==> src/rtl/can_flags_pkg.sv <==
package can_flags_pkg;
  localparam int unsigned FLAG_W = 3;
  localparam int unsigned SET_LSB = 8;

  typedef struct packed {
    logic dn;   // bit 2
    logic trq;  // bit 1
    logic rdy;  // bit 0
  } flags_t;
endpackage

==> src/rtl/can_flag_dec.sv <==
module can_flag_dec #(
  parameter int unsigned NUM_BUF = 32,
  localparam int unsigned IDX_W = $clog2(NUM_BUF)
) (
  input  logic             vld_i,
  input  logic [IDX_W-1:0] idx_i,
  output logic [NUM_BUF-1:0] hit_o
);
  for (genvar g = 0; g < NUM_BUF; g++) begin : g_hit
    assign hit_o[g] = vld_i && (idx_i == IDX_W'(g));
  end
endmodule

==> src/rtl/can_flag_cell.sv <==
module can_flag_cell
  import can_flags_pkg::*;
(
  input  logic   clk_i,
  input  logic   rst_ni,
  input  logic   sw_we_i,
  input  flags_t sw_set_i,
  input  flags_t sw_clr_i,
  input  logic   rx_hit_i,
  input  logic   rtr_hit_i,
  input  logic   tx_done_i,
  input  logic   is_tx_i,
  output flags_t flags_o,
  output logic   ovr_o
);
  flags_t q, d, sw_d;
  logic rx_acc, rtr_acc;

  assign rx_acc  = rx_hit_i && q.rdy;
  assign rtr_acc = rtr_hit_i && q.rdy && is_tx_i;

  always_comb begin
    sw_d = sw_we_i ? flags_t'((q & ~sw_clr_i) | sw_set_i) : q;
    d = sw_d;
    // hardware events override software on the flags they touch
    if (tx_done_i) begin
      d.trq = 1'b0;
      d.dn  = 1'b0;
    end
    if (rx_acc || rtr_acc) d.dn = 1'b1;
  end

  always_ff @(posedge clk_i or negedge rst_ni) begin
    if (!rst_ni) begin
      q     <= '0;
      ovr_o <= 1'b0;
    end else begin
      q     <= d;
      ovr_o <= rx_acc && q.dn;
    end
  end

  assign flags_o = q;
endmodule

==> src/rtl/can_flag_rdmux.sv <==
module can_flag_rdmux
  import can_flags_pkg::*;
#(
  parameter int unsigned NUM_BUF = 32,
  localparam int unsigned IDX_W = $clog2(NUM_BUF)
) (
  input  flags_t           flags_i [NUM_BUF],
  input  logic [IDX_W-1:0] idx_i,
  output logic [7:0]       data_o
);
  flags_t sel;
  always_comb begin
    sel = '0;
    for (int i = 0; i < NUM_BUF; i++)
      if (idx_i == IDX_W'(i)) sel = flags_i[i];
  end
  // reserved bit and upper nibble read as zero
  assign data_o = {5'b0, sel};
endmodule

==> src/rtl/can_msgbuf_flags.sv <==
module can_msgbuf_flags
  import can_flags_pkg::*;
#(
  parameter int unsigned NUM_BUF = 32,
  localparam int unsigned IDX_W = $clog2(NUM_BUF)
) (
  input  logic               clk_i,
  input  logic               rst_ni,
  input  logic [IDX_W-1:0]   rd_idx_i,
  output logic [7:0]         rd_data_o,
  input  logic               sc_we_i,
  input  logic [IDX_W-1:0]   sc_idx_i,
  input  logic [15:0]        sc_wdata_i,
  input  logic               rx_ev_i,
  input  logic [IDX_W-1:0]   rx_idx_i,
  input  logic               rtr_ev_i,
  input  logic [IDX_W-1:0]   rtr_idx_i,
  input  logic               tx_done_i,
  input  logic [IDX_W-1:0]   tx_idx_i,
  input  logic [NUM_BUF-1:0] buf_is_tx_i,
  output logic [NUM_BUF-1:0] tx_perm_o,
  output logic [NUM_BUF-1:0] rx_perm_o,
  output logic [NUM_BUF-1:0] rtr_req_o,
  output logic [NUM_BUF-1:0] ovr_o
);
  logic [NUM_BUF-1:0] sc_hit, rx_hit, rtr_hit, tx_hit;
  logic [NUM_BUF-1:0] dn_vec, trq_vec, rdy_vec;
  flags_t flags [NUM_BUF];
  flags_t set_m, clr_m;
  logic unused_wbits;

  assign set_m = sc_wdata_i[SET_LSB +: FLAG_W];
  assign clr_m = sc_wdata_i[FLAG_W-1:0];
  assign unused_wbits = ^{sc_wdata_i[15:SET_LSB+FLAG_W], sc_wdata_i[SET_LSB-1:FLAG_W]};

  can_flag_dec #(.NUM_BUF(NUM_BUF)) u_dec_sc  (.vld_i(sc_we_i),   .idx_i(sc_idx_i),  .hit_o(sc_hit));
  can_flag_dec #(.NUM_BUF(NUM_BUF)) u_dec_rx  (.vld_i(rx_ev_i),   .idx_i(rx_idx_i),  .hit_o(rx_hit));
  can_flag_dec #(.NUM_BUF(NUM_BUF)) u_dec_rtr (.vld_i(rtr_ev_i),  .idx_i(rtr_idx_i), .hit_o(rtr_hit));
  can_flag_dec #(.NUM_BUF(NUM_BUF)) u_dec_tx  (.vld_i(tx_done_i), .idx_i(tx_idx_i),  .hit_o(tx_hit));

  for (genvar g = 0; g < NUM_BUF; g++) begin : g_buf
    can_flag_cell u_cell (
      .clk_i     (clk_i),
      .rst_ni    (rst_ni),
      .sw_we_i   (sc_hit[g]),
      .sw_set_i  (set_m),
      .sw_clr_i  (clr_m),
      .rx_hit_i  (rx_hit[g]),
      .rtr_hit_i (rtr_hit[g]),
      .tx_done_i (tx_hit[g]),
      .is_tx_i   (buf_is_tx_i[g]),
      .flags_o   (flags[g]),
      .ovr_o     (ovr_o[g])
    );
    assign dn_vec[g]  = flags[g].dn;
    assign trq_vec[g] = flags[g].trq;
    assign rdy_vec[g] = flags[g].rdy;
  end

  assign tx_perm_o = rdy_vec & trq_vec;
  assign rx_perm_o = rdy_vec;
  assign rtr_req_o = rdy_vec & trq_vec & ~buf_is_tx_i;

  can_flag_rdmux #(.NUM_BUF(NUM_BUF)) u_rdmux (
    .flags_i (flags),
    .idx_i   (rd_idx_i),
    .data_o  (rd_data_o)
  );
endmodule

==> config.mk <==
export PLATFORM = sky130hd
export DESIGN_NAME = can_msgbuf_flags
export DESIGN_NICKNAME = d
export VERILOG_FILES = /design/src/rtl/can_flags_pkg.sv /design/src/rtl/can_flag_dec.sv /design/src/rtl/can_flag_cell.sv /design/src/rtl/can_flag_rdmux.sv /design/src/rtl/can_msgbuf_flags.sv
export SDC_FILE = /design/constraint.sdc
export NUM_CORES = 1
export LEC_CHECK = 0
export BUFFER_PORTS_ARGS = -buffer_cell sky130_fd_sc_hd__buf_4
export CAP_MARGIN = 20
export CORE_ASPECT_RATIO = 0.5
export CORE_MARGIN = 2
export CORE_UTILIZATION = 49
export CTS_BUF_LIST = sky130_fd_sc_hd__clkbuf_16
export CTS_CLUSTER_DIAMETER = 60
export CTS_CLUSTER_SIZE = 20
export DETAILED_ROUTE_END_ITERATION = 6
export PLACE_DENSITY = 0.78
export SYNTH_ARGS = -nofsm -noshare
export SYNTH_HDL_FRONTEND = slang
export SYNTH_SLANG_ARGS = --single-unit
==> constraint.sdc <==
create_clock -name clk_i -period 1.5 [get_ports clk_i]
set_input_delay 0.225 -clock clk_i [delete_from_list [all_inputs] [get_ports clk_i]]
set_output_delay 0.225 -clock clk_i [all_outputs]
set_load 0.01 [all_outputs]
# Yosys cells after proc, flatten, opt, wreduce, memory -nomap -nowiden

Index checks and enable logic that the tools add are counted.

Eq/ne operators: 155
Mux-type cells: 128
Bitwise operators: 68
Reductions and logical operators: 357

Operator list:

| cell                 | count |
|---|---|
| $eq A5 B5 Y1 const B | 80 |
| $logic_and A1 B1 Y1  | 256 |
| $eq A5 B4 Y1 const B | 40 |
| $mux W3              | 64 |
| $eq A5 B3 Y1 const B | 20 |
| $and A3 B3 Y3        | 32 |
| $or A3 B3 Y3         | 32 |
| $reduce_bool A3 Y1   | 32 |
| $and A32 B32 Y32     | 2 |
| $mux W2              | 32 |
| $reduce_bool A2 Y1   | 32 |
| $eq A5 B2 Y1 const B | 10 |
| $logic_or A1 B1 Y1   | 32 |
| $mux W1              | 32 |
| $not A32 Y32         | 1 |
| $eq A5 B1 Y1 const B | 5 |
| $logic_not A5 Y1     | 5 |
| $not A3 Y3           | 1 |

Flip-flop bits (word level): 128
Output and inout bits: 136
Logic and storage cells: 836

# Logic depth before layout (Yosys ltp)

Gate-level depths: netlist (run 1).

Depth in word-level cells: 33
Mapped depth: 8
Mapped depth without buffers: 6

# Hierarchy

From an unflattened synthesis (run 1), not the netlist that was laid out.

Cell total of the unflattened synthesis: 963
Area, all modules: 8592.0 µm²

By module, submodules not included:

| module           | times used | cells an instance | area each (µm²) | seq. area each (µm²) |
|---|---|---|---|---|
| can_flag_cell    | 32         | 15                | 173.9           | 100.1 |
| can_flag_rdmux   | 1          | 231               | 1610.3          | 0.0 |
| can_flag_dec     | 4          | 47                | 234.0           | 0.0 |
| can_msgbuf_flags | 1          | 64                | 480.5           | 0.0 |

# Worst setup path before layout (run 1)

No wires, ideal clock.

Kind: in2out
Start point: input port rd_idx_i[2]
End point: output port rd_data_o[0]
Arrival: 1549 ps
Slack: -274 ps
Stages: 7
Path through: buf_4 or3b_4 a21oi_2 a31oi_1 a31oi_1 a211oi_1 o31ai_1

Longest elaborated chain between the ends: 33
Elaborated cells between the ends (all ways): 64
Those cells by class: eq/ne: 31; mux: 32; reduce/logical: 1

Ends and longest elaborated chain:

| element               | line                   | source |
|---|---|---|
| start, declared       | can_msgbuf_flags.sv:9  | `input logic [IDX_W-1:0] rd_idx_i,` |
| $logic_not A5 Y1      | can_flag_rdmux.sv:15   | `if (idx_i == IDX_W'(i)) sel = flags_i[i];` |
| $mux W3 (31 in a row) | can_flag_rdmux.sv:15   |  |
| $mux W3 (*)           | can_flag_rdmux.sv:15   |  |
| end, declared         | can_msgbuf_flags.sv:10 | `output logic [7:0] rd_data_o,` |

Every way passes the cells marked *; elsewhere a longest branch is shown, timed or not.

# Worst setup path after layout (run 1)

Start point: register g_buf[19].u_cell.q (netlist bit g_buf[19].u_cell.flags_o[2])
End point: output port rd_data_o[2]

Longest elaborated chain between the ends: 13

Ends and longest elaborated chain:

| element                | line                 | source |
|---|---|---|
| start, declared        | can_flag_cell.sv:16  | `flags_t q, d, sw_d;` |
| start signal, assigned | can_flag_cell.sv:35  | `q <= '0;` |
| start signal, assigned | can_flag_cell.sv:38  | `q <= d;` |
| $mux W3 (13 in a row)  | can_flag_rdmux.sv:15 |  |

Every way passes these cells.

==> results of run 1 <==
## synthesized netlist by cell type, drive strengths merged, types with 2 or more instances
library cell	instances
o31ai	7
nand3b	7
a22o	48
nand3	52
a211oi	5
a21o	2
o22ai	5
nor2	109
a221oi	3
nand4	11
a21oi	25
or3	5
mux2i	12
o211ai	2
a22oi	57
buf	83
a31oi	9
and3b	2
nand2	161
a2111oi	3
nor3	30
nor3b	4
o311ai	2
nor4	2
a32o	4
dfrtp	128
clkbuf	37
inv	9
and2	32
mux2	6
mux4	5
nor2b	49
nand2b	16
o21ai	64
and3	10
or2	3
## sequential cells by signal (all words and copies together) (netlist names)
signal / flops
g_buf.u_cell.flags_o: 96
g_buf.u_cell.ovr_o: 32
## final timing paths
kind | endpoint | slack [ns] | cells after the start
worst min register to register | g_buf[29].u_cell.ovr_o | 0.57 | 2
max in group asynchronous | g_buf[21].u_cell.flags_o[0] | 0.61 | 3
worst max-delay path | rd_data_o[2] | -0.90 | 7
worst min-delay path | g_buf[17].u_cell.flags_o[1] | 0.15 | 3
min in group asynchronous | g_buf[8].u_cell.flags_o[2] | 0.33 | 2
worst max register to register | g_buf[1].u_cell.flags_o[2] | 0.43 | 3
## area by class of cell
type | count | area, um^2
Clock inverter | 15 | 146
Fill cell | 1138 | 3710
Inverter | 9 | 33.8
Tap cell | 227 | 284
Sequential cell | 128 | 3210
Multi-Input combinational cell | 769 | 4660
Clock buffer | 17 | 425
Timing Repair Buffer | 485 | 4050
## worst register-to-register path, stage by stage, from the launching register on
cell and delay, ns:
dfrtp_1 0.40, buf_4 0.15, a22o_1 0.20, a22o_1 0.20
## power by group through the flow
stage,logic [mW],registers (mW),clock network (mW)
global placement,3.83,4.59,0
CTS,4.31,4.59,4.09
detailed placement,3.93,4.59,0
global route,4.89,4.66,4.26
finish,4.66,4.65,4.10
floorplan,1.77,4.49,0
## routing by layer
layer	vias to the layer above	global-route usage, %
met5	-	0
met4	0	20.0
met3	221	13.6
met2	916	64.8
met1	4887	53.9
li1	4337	-
## layout by cell type (no fill, tap or decap), drive strengths merged, types with 6 or more instances in the layout
| cell type | instances |
|---|---|
| buf | 484 |
| nand2 | 161 |
| dfrtp | 128 |
| nor2 | 109 |
| o21ai | 64 |
| a22oi | 57 |
| nand3 | 52 |
| nor2b | 49 |
| a22o | 48 |
| and2 | 32 |
| nor3 | 30 |
| a21oi | 25 |
| clkbuf | 17 |
| nand2b | 16 |
| mux2i | 12 |
| nand4 | 11 |
| and3 | 10 |
| a31oi | 9 |
| inv | 9 |
| clkinv | 9 |
| nand3b | 7 |
| o31ai | 7 |
| mux2 | 6 |
## per-stage QoR
stage	setup WS (ns)	TNS (ns)
6_report	-0.897	-6.21
3_3_place_gp	-0.817	-2.73
5_1_grt	-0.942	-7.46
4_1_cts	-0.906	-6.29
3_5_place_dp	-0.778	-3.32
2_1_floorplan	-0.180	-0.428
## what timing repair did
item	in CTS	in global routing
hold buffers	1	0
endpoints found under the setup margin	59	58
gates resized for setup	99	64
pin swaps	12	8
hold endpoints to repair	21	0
gates cloned	0	0
setup buffers	25	17
## cell families after synthesis
logic type | after synthesis | share of synthesized area, %
buffers and inverters | 129 | 9.34
and+or+nand+nor | 496 | 28.2
DFF | 128 | 38.3
other | 1 | 0.0449
muxes | 23 | 3.64
AOI/OAI and AO/OA | 245 | 20.4
==> results by stage, run 1 <==
Status:
- The run finished, with violations left.
- The final reports fail on DRC, setup timing.

Placement:
- Port buffering added 199 buffers.
- Once placement finished, the instance area stood at 11500 um^2.
- The number of placed instances, taps included, is 1596.
- The detailed placement HPWL is 27.7 mm.
- The congestion estimate from routability-driven global placement came to 1.06.

STA:
- The pin slew with the least headroom to its limit is 0.579 ns.
- The final-report max-slew violation count was 0.
- The number of hold violations in the final report is 0.
- Between clock sinks in the finished design, the worst skew comes to 0.00825 ns.
- The post-route clock period utilization is 160%.
- Derived from the worst setup path, the maximum achievable clock frequency is 0.417 GHz.
- The minimum period implied by the final worst setup slack is 2.40 ns.
- Setup repair after global routing could not meet its margin everywhere.
- Hold is met by 0.147 ns.
- Once routing completed, OpenROAD measured the worst setup slack at -0.897 ns.
- The worst relative slew slack is 61.4%.
- The final count of negative-setup-slack endpoints is 40.

Routing:
- The average vias per placed instance is 6.28.
- For this block, the initial DRC count from the detailed router was 1578.
- The number of routed nets with antenna violations is 0.
- The final layout contains routed wiring with a total length of 39.0 mm.
- The routed metal-1 wirelength is 14.3 mm.
- The routed design uses 16.6 mm of met2 wire.
- The routed wire length per instance is 23.7 um.
- The routed length on met3 is 5.86 mm.
- The routed layout has 10361 vias.
- The number of iterations in the first detailed-routing pass is 7.
- The number of design rule violations left after detail routing is 4.
- The uppermost layer routed is met4.

Power:
- The clock network is responsible for 30.6% of the overall power.
- The post-layout total power is 13.4 mW.
- The switching component of the power is 4.43 mW.
- The switching power as a share of total power is 33.1%.
- The internal power contribution is 8.97 mW.
- For this design the ratio of total power to cell area is 1050 nW/um^2.
- The worst-case IR drop observed on VDD is 0.000854 V.
- Summed over all cells, the static leakage comes to 6.02 nW.
- The part of the total power dissipated in sequential elements is 34.7%.
- The share of total power dissipated in combinational logic is 34.8%.

CTS:
- The total clock buffers created by CTS is 17.
- The clock tree from TritonCTS is done.
- Clock latency on the worst-skew pair, taken at its later pin, is 0.43 ns.
- The H-tree was split into 4 levels.
- Clock-pin slew was measured on the worst setup and hold paths at 0.06 ns.
- The longest clock path from root to sink contains 2 buffers.
- The tree is rooted in a clkbuf_16.
- The TritonCTS sink count is 128.

Floorplanning:
- The number of rows in the core area is 33.
- The number of I/O pins is 215.
- The core region is 16500 um^2.
- The initial core utilization is 50.6%.
- The die boundary width is 189 um.
- The floorplan step set the die height to 96.4 um.
- The die covers 18200 um^2.

Worst hold path:
- The launch instance of the worst min-delay path is tx_idx_i[2].
- The worst hold path belongs to the class primary input to register.

Finish:
- In the final layout, the share of cells above drive strength 1 is 42.0%.
- After the last flow step, the layout net total stands at 1489.
- The count of non-filler cells in the finished layout is 1650.
- At the end of the flow the core is filled with cells to 77.5%.
- The layout-stage area growth over the synthesis result is 53.2%.
- The final antenna diode count is 0.
- After routing the design area is 12800 um^2.

Yosys:
- The dominant register cell in the synthesized netlist is dfrtp_1.
- The synthesized area per cell is 8.18 um^2.
- The number of enable-type register cells in the synthesized netlist is 0.
- During synthesis, Yosys emitted a total of 0 warnings.
- The cell area that synthesis handed to floorplanning was 8360 um^2.
- After synthesis, the share of flip-flops with an asynchronous set or reset is 100%.
- The synthesized netlist contains 57 unique library cells.
- The share of the synthesized area in the top cell type is 38.3%.
- Synthesis produced a netlist whose cell count is 1022.
- Counting flops and latches in the post-synthesis netlist gives 128.
- The sequential share of the synthesized area is 38.3%.
- Ranked by total cell area, the synthesized netlist is headed by dfrtp_1, nand2_1, buf_4, a22oi_1, a22o_1.
- The largest total area in the synthesized netlist belongs to dfrtp_1.

Worst setup path:
- The critical path is of the register to output pin type.
- The library cell contributing the largest single delay on the critical path is mux4_2.
- The critical path starts at g_buf[19].u_cell.flags_o[2].
- Walking the worst path, the cells encountered are mux4_2, or3_1, o21ai_1, a211oi_1, nor2_2, o22ai_2, buf_4.
- The dominant delay contributor by cell family on the critical path is multiplexers.
- Data on the critical path arrives at its endpoint at 2.17 ns.
- The worst setup path is captured at an output pin.
- The peak fanout along the critical path is 2.
- In this design, the stage delay of the slowest critical-path cell is 0.46 ns.
- The total buffers and inverters traversed by the critical path is 1.
- The kind of start point of the critical path is a register.
- The data required time at the worst endpoint is 1.27 ns.
- In this run the critical register-to-register path is launched from g_buf[1].u_cell.flags_o[2].

Global route:
- The total overflow left after global routing is 0.
- The number of global-route vias before repair is 9728.
- Entering global routing, the biggest net connects 33 pins.
- The all-layer global routing usage is 42.0%.
- The number of antenna violations at the first check in global routing came to 0.
- The global-route wire length before repair is 56.4 mm.

Flow run:
- Across the run, the number of max-cap violations was 0.
Note: power is estimated with default switching activity, not from simulation.
==> run 2: changes to the inputs <==
- ABC_AREA: not set -> 1
==> run 2 against run 1 <==
The flow still finishes with violations (DRC, setup timing). Sequential power up 2%. Clock skew up 0.0015 ns. Synthesized cell count up 23%. Flip-flop and latch count unchanged.
==> results by stage, run 2 <==
CTS:
- The number of buffers on the longest clock path is 2 (unchanged).
- The H-tree depth is 4 (unchanged).
- The TritonCTS sink count is 128 (unchanged).
- The clock tree from TritonCTS is done.
- The clock network latency to the later pin of the worst-skew pair came to 0.44 ns (about the same).
- In this run the clock root is driven by a clkbuf_16.
- The total clock buffers created by CTS is 17 (unchanged).
- The clock transition at the register clock pins on the worst setup and hold paths after CTS is 0.07 ns (about the same).

Floorplanning:
- The number of rows in the core area was 33 (unchanged).
- The number of I/O pins came to 215 (unchanged).
- The area of the placeable core is 16600 um^2 (+0.50%).
- The initial core utilization is 50.8% (+0.20 points).
- The area enclosed by the die boundary is 18300 um^2 (+0.87%).
- The die boundary width is 190 um (+0.44%).
- The y dimension of the die is 96.8 um (+0.43%).

Flow run:
- The max capacitance violation total is 0 (unchanged).

Yosys:
- The synthesis-stage register bit count is 128 (unchanged).
- The yosys synthesis warning count is 0 (unchanged).
- For this run, the leading register cell type out of synthesis is dfrtp_1.
- The distinct cell type count of the synthesized netlist is 32 (-44%).
- Yosys attributes the largest share of cell area to dfrtp_1, inv_1, nor2_1, nand2_1, o21ai_0.
- The synthesized area per cell came to 6.69 um^2 (-18%).
- The synthesized cell area is 8430 um^2 (+0.90%).
- The sequential share of the synthesized area is 38.0% (-0.34 points).
- Counting instances in the post-synthesis netlist gives the leading cell types as inv_1, nor2_1, nand2_1, dfrtp_1, o21ai_0.
- The number of enable-type register cells in the synthesized netlist is 0 (unchanged).
- The async set-or-reset flop fraction in the synthesized netlist is 100% (unchanged).
- The number of cells produced by synthesis is 1260 (+23%).
- The share of the synthesized area in the top cell type was 38.0% (-0.34 points).
- dfrtp_1 takes more of the synthesized area than any other cell.
- inv_1 is the most common cell in the netlist.

Placement:
- The total instance count after detailed placement is 1777 (+11%).
- The number of buffers added on ports is 199 (unchanged).
- The detailed placement HPWL is 31.5 mm (+14%).
- The last weighted congestion value of the routability-driven placer was 1.04 (-1.3%).

STA:
- The maximum operating frequency is 0.348 GHz (-17%).
- The smallest hold slack is 0.0263 ns (-0.121 ns).
- The worst setup slack after layout is -1.38 ns (-0.481 ns).
- The total negative slack for setup checks is -4.45 ns (+1.76 ns).
- The final-report max-slew violation count was 0 (unchanged).
- The worst clock skew on the final layout is 0.00971 ns (+0.00146 ns).
- The worst relative slew slack is 59.6% (-1.8 points).
- The minimum period implied by the final worst setup slack came to 2.88 ns (+0.481 ns).
- The post-route clock period utilization is 192% (+32 points).
- The pin slew with the least headroom to its limit is 0.600 ns (+0.0206 ns).
- Setup repair after global routing could not meet its margin everywhere.
- The number of hold violations in the final report is 0 (unchanged).
- The final count of negative-setup-slack endpoints is 18 (-55%).

Finish:
- Compared with the post-synthesis result, the final layout area differs by 45.5%.
- The flip-flop count of the largest register after layout is 96 (unchanged).
- The most common cell after layout, fill and taps aside is buf_4.
- The total number of nets in the final design is 1655 (+11%).
- The utilization after layout was 73.9% (-3.6 points).
- The count of non-filler cells in the finished layout is 1816 (+10%).
- The top cell types in the final layout, fill and taps aside, are buf_4, inv_1, nor2_1.
- The share of cells above drive strength 1 is 31.8% (-10 points).
- The final antenna diode count is 0 (unchanged).

Power:
- The switching component of the power is 4.73 mW (+6.6%).
- The highest ir drop seen on vdd is 0.000829 V (-2.9%).
- The total leakage power is 6.25 nW (+3.8%).
- The part of the total power dissipated in sequential elements is 34.8% (about the same).
- The switching power as a share of total power was 34.8% (+1.7 points).
- The clock network fraction of design power is 34.3% (+3.7 points).
- The part of the power in combinational logic is 30.8% (-4.0 points).
- The power density over the cells came to 1110 nW/um^2 (+5.9%).
- The internal power contribution was 8.87 mW (-1.1%).

Worst setup path:
- The worst register-to-register path ends at g_buf[0].u_cell.ovr_o.
- The data required time at the worst endpoint was 1.27 ns (about the same).
- The data arrival time of the worst path is 2.65 ns (+0.48 ns).
- The kind of critical path is register to output pin.
- The peak fanout along the critical path is 2 (unchanged).
- The worst setup path is launched from a register.
- The length in cells of the worst reg-to-reg path was 4 (+1).
- The worst register-to-register path begins at g_buf[0].u_cell.flags_o[0].
- The worst setup path is captured at an output pin.
- The worst setup slack for register-to-register paths came to -0.03 ns (-0.46 ns).

Worst hold path:
- The min-delay analysis places its worst path in the category primary input to register.
- In this run the most critical hold path is launched from buf_is_tx_i[26].
- For hold timing, the worst endpoint is g_buf[26].u_cell.flags_o[2].
- The instance count along the most critical hold path is 3 (unchanged).

Status:
- The checks that failed: DRC, setup timing.
- The run finished, with violations left.

Global route:
- The total overflow reported by the global router is 0 (unchanged).
- The number of antenna violations at the first check in global routing came to 0 (unchanged).
- The all-layer global routing usage was 45.3% (+3.3 points).
- The number of global-route vias before repair came to 10008 (+2.9%).
- The global-route wire length before repair was 60.6 mm (+7.5%).
- The largest net degree at the start of global routing came to 33 (unchanged).

Routing:
- The violation count after the first detailed-routing iteration was 1768 (+12%).
- The routed via count was 10738 (+3.6%).
- The number of iterations in the first detailed-routing pass is 7 (unchanged).
- The average vias per placed instance is 5.91 (-5.8%).
- The number of routed nets with antenna violations was 0 (unchanged).
- The number of design rule violations left after detail routing is 17 (+13).
- The wire length reported by the detailed router is 42.6 mm (+9.2%).
- The routed wire length per instance is 23.5 um (-0.82%).
[run 2: cells by family (layout without fill, tap and decap cells)]
logic type	Yosys count	in the layout	synth area share (%)
AND/OR/NAND/NOR	572	572	28.8
buffers and inverters	332	657	18.0
AO/OA/AOI/OAI	227	227	15.2
flip-flops	128	128	38.0
other	1	5	0.0445
[run 2: final cells by class]
cell class                 count  area [um^2]
clock buffer                  17          425
clock inverter                15          218
fill                        1271         4330
inverter                     233          877
multi-input combinational    804         3980
sequential                   128         3220
tap                          227          284
timing repair buffer         392         3270
[run 2: per-layer routing]
metal / vias to the layer above / global-route usage, % / share of wire, %
li1: 4593 / - / -
met1: 4971 / 65.7 / 40
met2: 992 / 62.8 / 39
met3: 182 / 15.9 / 17
met4: 0 / 14.1 / 4.1
met5: - / 0 / 0
[run 2: timing repair]
item,in CTS,in global routing
pin swaps,9,9
hold buffers,1,0
hold endpoints to repair,24,0
endpoints found under the setup margin,32,57
setup buffers,2,6
gates resized for setup,48,85
[run 2: worst max-delay path by stage]
stage / from / to / slack, ns / cells after the start
2_1_floorplan: rd_idx_i[4] / rd_data_o[2] / -0.38 / 21
3_3_place_gp: rd_idx_i[3] / rd_data_o[2] / -1.04 / 22
3_5_place_dp: rd_idx_i[3] / rd_data_o[2] / -1.14 / 22
4_1_cts: g_buf[0].u_cell.flags_o[2] / rd_data_o[2] / -1.34 / 19
5_1_grt: g_buf[0].u_cell.flags_o[0] / rd_data_o[0] / -1.56 / 19
6_report: g_buf[0].u_cell.flags_o[2] / rd_data_o[2] / -1.38 / 19
[run 2: worst max-delay path, stage by stage (launching register included)]
cell	delay, ns
dfrtp_1	0.39
nand4_1	0.09
nand2_1	0.07
nor2_2	0.13
nand4_1	0.10
nand2_1	0.09
nand4_1	0.08
nand2_1	0.10
nand3_1	0.09
nand2_1	0.07
nand4_1	0.08
nand2_1	0.07
nand3_1	0.07
nand2_1	0.07
nand4_1	0.08
nand2_1	0.07
nand4_1	0.12
nor2_4	0.17
nand4_1	0.13
buf_4	0.17
[run 2: power by group through the flow]
stage          combinational, mW  sequential [mW]  clock, mW
2_1_floorplan               1.63             4.46          0
3_3_place_gp                3.51             4.65          0
3_5_place_dp                3.61             4.67          0
4_1_cts                     3.79             4.65       4.61
5_1_grt                     4.42             4.75       4.78
6_report                    4.19             4.74       4.67
[run 2: stage by stage]
stage	power, mW	cell area (um^2)	setup WS [ns]
floorplan	6.09	8480	-0.380
CTS	13.0	12000	-1.34
global route	14.0	12300	-1.56
finish	13.6	12300	-1.38
global placement	8.17	11200	-1.04
detailed placement	8.29	11200	-1.14
==> run 3: changes to the inputs <==
- SETUP_SLACK_MARGIN: not set -> 0.05
==> run 3 against run 2 <==
Cell area up 2.5%. First-iteration DRC count down 6.6%. Largest cell class unchanged. The flow still finishes with violations (DRC, setup timing). Cell count up 0.28%. Core utilization up 1.9 points. Global-route usage up 0.34 points.
==> results by stage, run 3 (synthesis results as in run 2) <==
Status:
- The run finished, with violations left.
- The final reports fail on DRC, setup timing.

STA:
- The post-route clock period utilization is 192% (+0.36 points).
- The worst clock skew on the final layout is 0.00694 ns (-0.00277 ns).
- The worst setup slack after layout is -1.38 ns (-0.00534 ns).
- The minimum period implied by the final worst setup slack is 2.88 ns (+0.00534 ns).
- Setup repair after global routing could not meet its margin everywhere.
- The number of hold violations in the final report is 0 (unchanged).
- The final-report max-slew violation count is 0 (unchanged).
- The smallest hold slack is 0.0306 ns (+0.00430 ns).
- The pin slew with the least headroom to its limit came to 0.558 ns (-0.0421 ns).
- The final count of negative-setup-slack endpoints is 8 (-10).
- The worst relative slew slack is 62.8% (+3.2 points).
- The maximum operating frequency was 0.347 GHz (-0.19%).

Floorplanning:
- The die boundary width is 190 um (unchanged).
- The number of rows in the core area was 33 (unchanged).
- The area enclosed by the die boundary came to 18300 um^2 (unchanged).
- The initial core utilization is 50.8% (unchanged).
- The number of I/O pins is 215 (unchanged).
- The y dimension of the die was 96.8 um (unchanged).
- The area of the placeable core is 16600 um^2 (unchanged).

Flow run:
- The max capacitance violation total is 0 (unchanged).

Global route:
- The largest net degree at the start of global routing is 33 (unchanged).
- The total overflow reported by the global router was 0 (unchanged).
- The number of global-route vias before repair is 10127 (+1.2%).
- The number of antenna violations at the first check in global routing is 0 (unchanged).
- The global-route wire length before repair is 61.2 mm (+0.96%).
- The all-layer global routing usage is 45.6% (+0.34 points).

Power:
- The internal power contribution is 9.00 mW (+1.4%).
- The part of the total power dissipated in sequential elements is 34.4% (-0.4 points).
- The clock network fraction of design power is 33.7% (-0.6 points).
- The part of the power in combinational logic is 31.9% (+1.1 points).
- The total leakage power is 6.36 nW (+1.9%).
- The switching component of the power is 4.83 mW (+2.2%).
- The power density over the cells came to 1100 nW/um^2 (-0.83%).
- The highest ir drop seen on vdd is 0.000856 V (+3.2%).
- The post-layout total power is 13.8 mW (+1.7%).
- The switching power as a share of total power is 34.9% (+0.19 points).

Worst setup path:
- The worst setup path is captured at an output pin.
- The total buffers and inverters traversed by the critical path is 1 (unchanged).
- In this design, the critical path's most frequently occurring cell is nand4_1.
- The library cell contributing the largest single delay on the critical path is dfrtp_1.
- The critical path goes through nand4_1, nand2_1, nor2_2, nand4_1, nand2_1, nand4_1, nand2_2, nand3_2, nand2_1, nand4_1, nand2_1, nand4_1, nor2_1, nand4_1, nand2_2, nand4_1, nand2_1, nand3_2, buf_6.
- The critical path's largest stage delay was 0.41 ns (+0.02 ns).
- The kind of critical path is register to output pin.
- STA classifies the critical path startpoint as a register.
- The peak fanout along the critical path was 2 (unchanged).
- The data arrival time of the worst path is 2.66 ns (about the same).
- The data required time at the worst endpoint came to 1.27 ns (about the same).
- The kind of cell with the highest combined delay along the critical path is simple AND/OR/NAND/NOR gates.

Routing:
- The routed wire length per instance is 23.4 um (about the same).
- The number of design rule violations left after detail routing is 35 (+18).
- The routed via count is 10889 (+1.4%).
- The average vias per placed instance came to 5.98 (+1.1%).
- The violation count after the first detailed-routing iteration is 1651 (-6.6%).
- The wire length reported by the detailed router is 42.7 mm (+0.18%).
- The number of iterations in the first detailed-routing pass is 7 (unchanged).
- The number of routed nets with antenna violations was 0 (unchanged).

Finish:
- The multi-input combinational cell area is 4110 um^2 (+3.2%).
- The flip-flop count of the largest register after layout is 96 (unchanged).
- The filler cell count is 1197 (-5.8%).
- The final antenna diode count is 0 (unchanged).
- The share of cells above drive strength 1 is 34.3% (+2.5 points).
- Leaving out fill and tap cells, the most frequent cell in the layout is buf_4.
- The total non-filler cell area in the finished layout is 12600 um^2 (+2.5%).
- The layout-stage area growth over the synthesis result is 49.2%.
- The library cells used most frequently in the layout, excluding fill and tap cells, are buf_4, inv_1, nor2_1.
- The total number of nets in the final design is 1660 (+0.30%).
- The register area is 3220 um^2 (+0.19%).

Placement:
- The placement-stage worst setup slack is -1.14 ns (unchanged).
- The last weighted congestion value of the routability-driven placer is 1.04 (unchanged).
- The number of buffers added on ports is 199 (unchanged).
- The cell area after placement is 11200 um^2 (unchanged).
- The detailed placement HPWL is 31.5 mm (unchanged).

CTS:
- The number of buffers on the longest clock path is 2 (unchanged).
- The TritonCTS sink count was 128 (unchanged).
- The cell sitting at the root of the clock tree is a clkbuf_16.
- The total clock buffers created by CTS came to 17 (unchanged).
- The clock network latency to the later pin of the worst-skew pair came to 0.44 ns (about the same).
- The H-tree depth is 4 (unchanged).
- TritonCTS built the clock tree.
- The clock transition at the register clock pins on the worst setup and hold paths after CTS was 0.06 ns (about the same).

Worst hold path:
- The worst hold-check path type is primary input to register.
==> run 3: cell count changes in the layout (fill, tap and decap cells not counted), moves of 5 or more <==
cell | before | now
buf_6 | 42 | 80
dfrtp_1 | 116 | 111
buf_4 | 336 | 303
dfrtp_2 | 12 | 17
inv_2 | 6 | 25
nand2_4 | 15 | 26
nor2_1 | 197 | 192
inv_1 | 224 | 205
nand2_2 | 12 | 5
nor2_4 | 6 | 13
==> run 3: worst min-delay path, cell delays in order <==
cell     delay, ns
buf_4         0.10
a21oi_1       0.06
nand2_1       0.06
==> run 3: worst paths after layout <==
check / startpoint / endpoint / slack (ns) / cells after the start
min in group asynchronous: rst_ni / g_buf[14].u_cell.ovr_o / 0.33 / 2
max: g_buf[0].u_cell.flags_o[0] / rd_data_o[0] / -1.38 / 19
min reg2reg: g_buf[31].u_cell.flags_o[2] / g_buf[31].u_cell.ovr_o / 0.52 / 2
min: buf_is_tx_i[26] / g_buf[26].u_cell.flags_o[2] / 0.03 / 3
max reg2reg: g_buf[8].u_cell.flags_o[0] / g_buf[8].u_cell.flags_o[2] / 0.06 / 6
max in group asynchronous: rst_ni / g_buf[7].u_cell.flags_o[0] / 0.51 / 3
==> run 3: final cells by class <==
type | count | share of cell area [%]
multi-input cells | 804 | 32.6
repair buffers | 397 | 27.4
flip-flops and latches | 128 | 25.6
inverters | 233 | 6.97
clock buffers | 17 | 3.38
well taps | 227 | 2.26
clock inverters | 15 | 1.73
==> run 3: what timing repair did <==
item	in CTS	in global routing
hold buffers	1	0
endpoints found under the setup margin	54	67
resized for setup	122	104
setup buffers	6	10
hold endpoints to repair	24	0
pin swaps	13	14
==> run 3: through the flow <==
stage               TNS [ns]  util, %  cells
floorplan              -1.08        -   1264
global placement       -3.42     67.2   1777
detailed placement     -4.91     67.2   1777
CTS                    -3.88     73.6   1815
global route           -5.08     75.8   1821
finish                 -4.06     75.8   1821
==> run 3: per-layer routing <==
metal / routed length (um) / GRT usage (%) / up-vias
met3: 7190 / 18.3 / 189
met2: 16900 / 62.9 / 976
met1: 16900 / 65.2 / 5117
met5: 0 / 0 / -
li1: - / - / 4607
met4: 1740 / 13.8 / 0
==> run 3: power groups by stage <==
stage | clock network, mW | registers [mW] | logic (mW)
global route | 4.75 | 4.77 | 4.64
floorplan | 0 | 4.46 | 1.63
CTS | 4.61 | 4.66 | 3.99
detailed placement | 0 | 4.67 | 3.61
global placement | 0 | 4.65 | 3.51
finish | 4.66 | 4.76 | 4.41
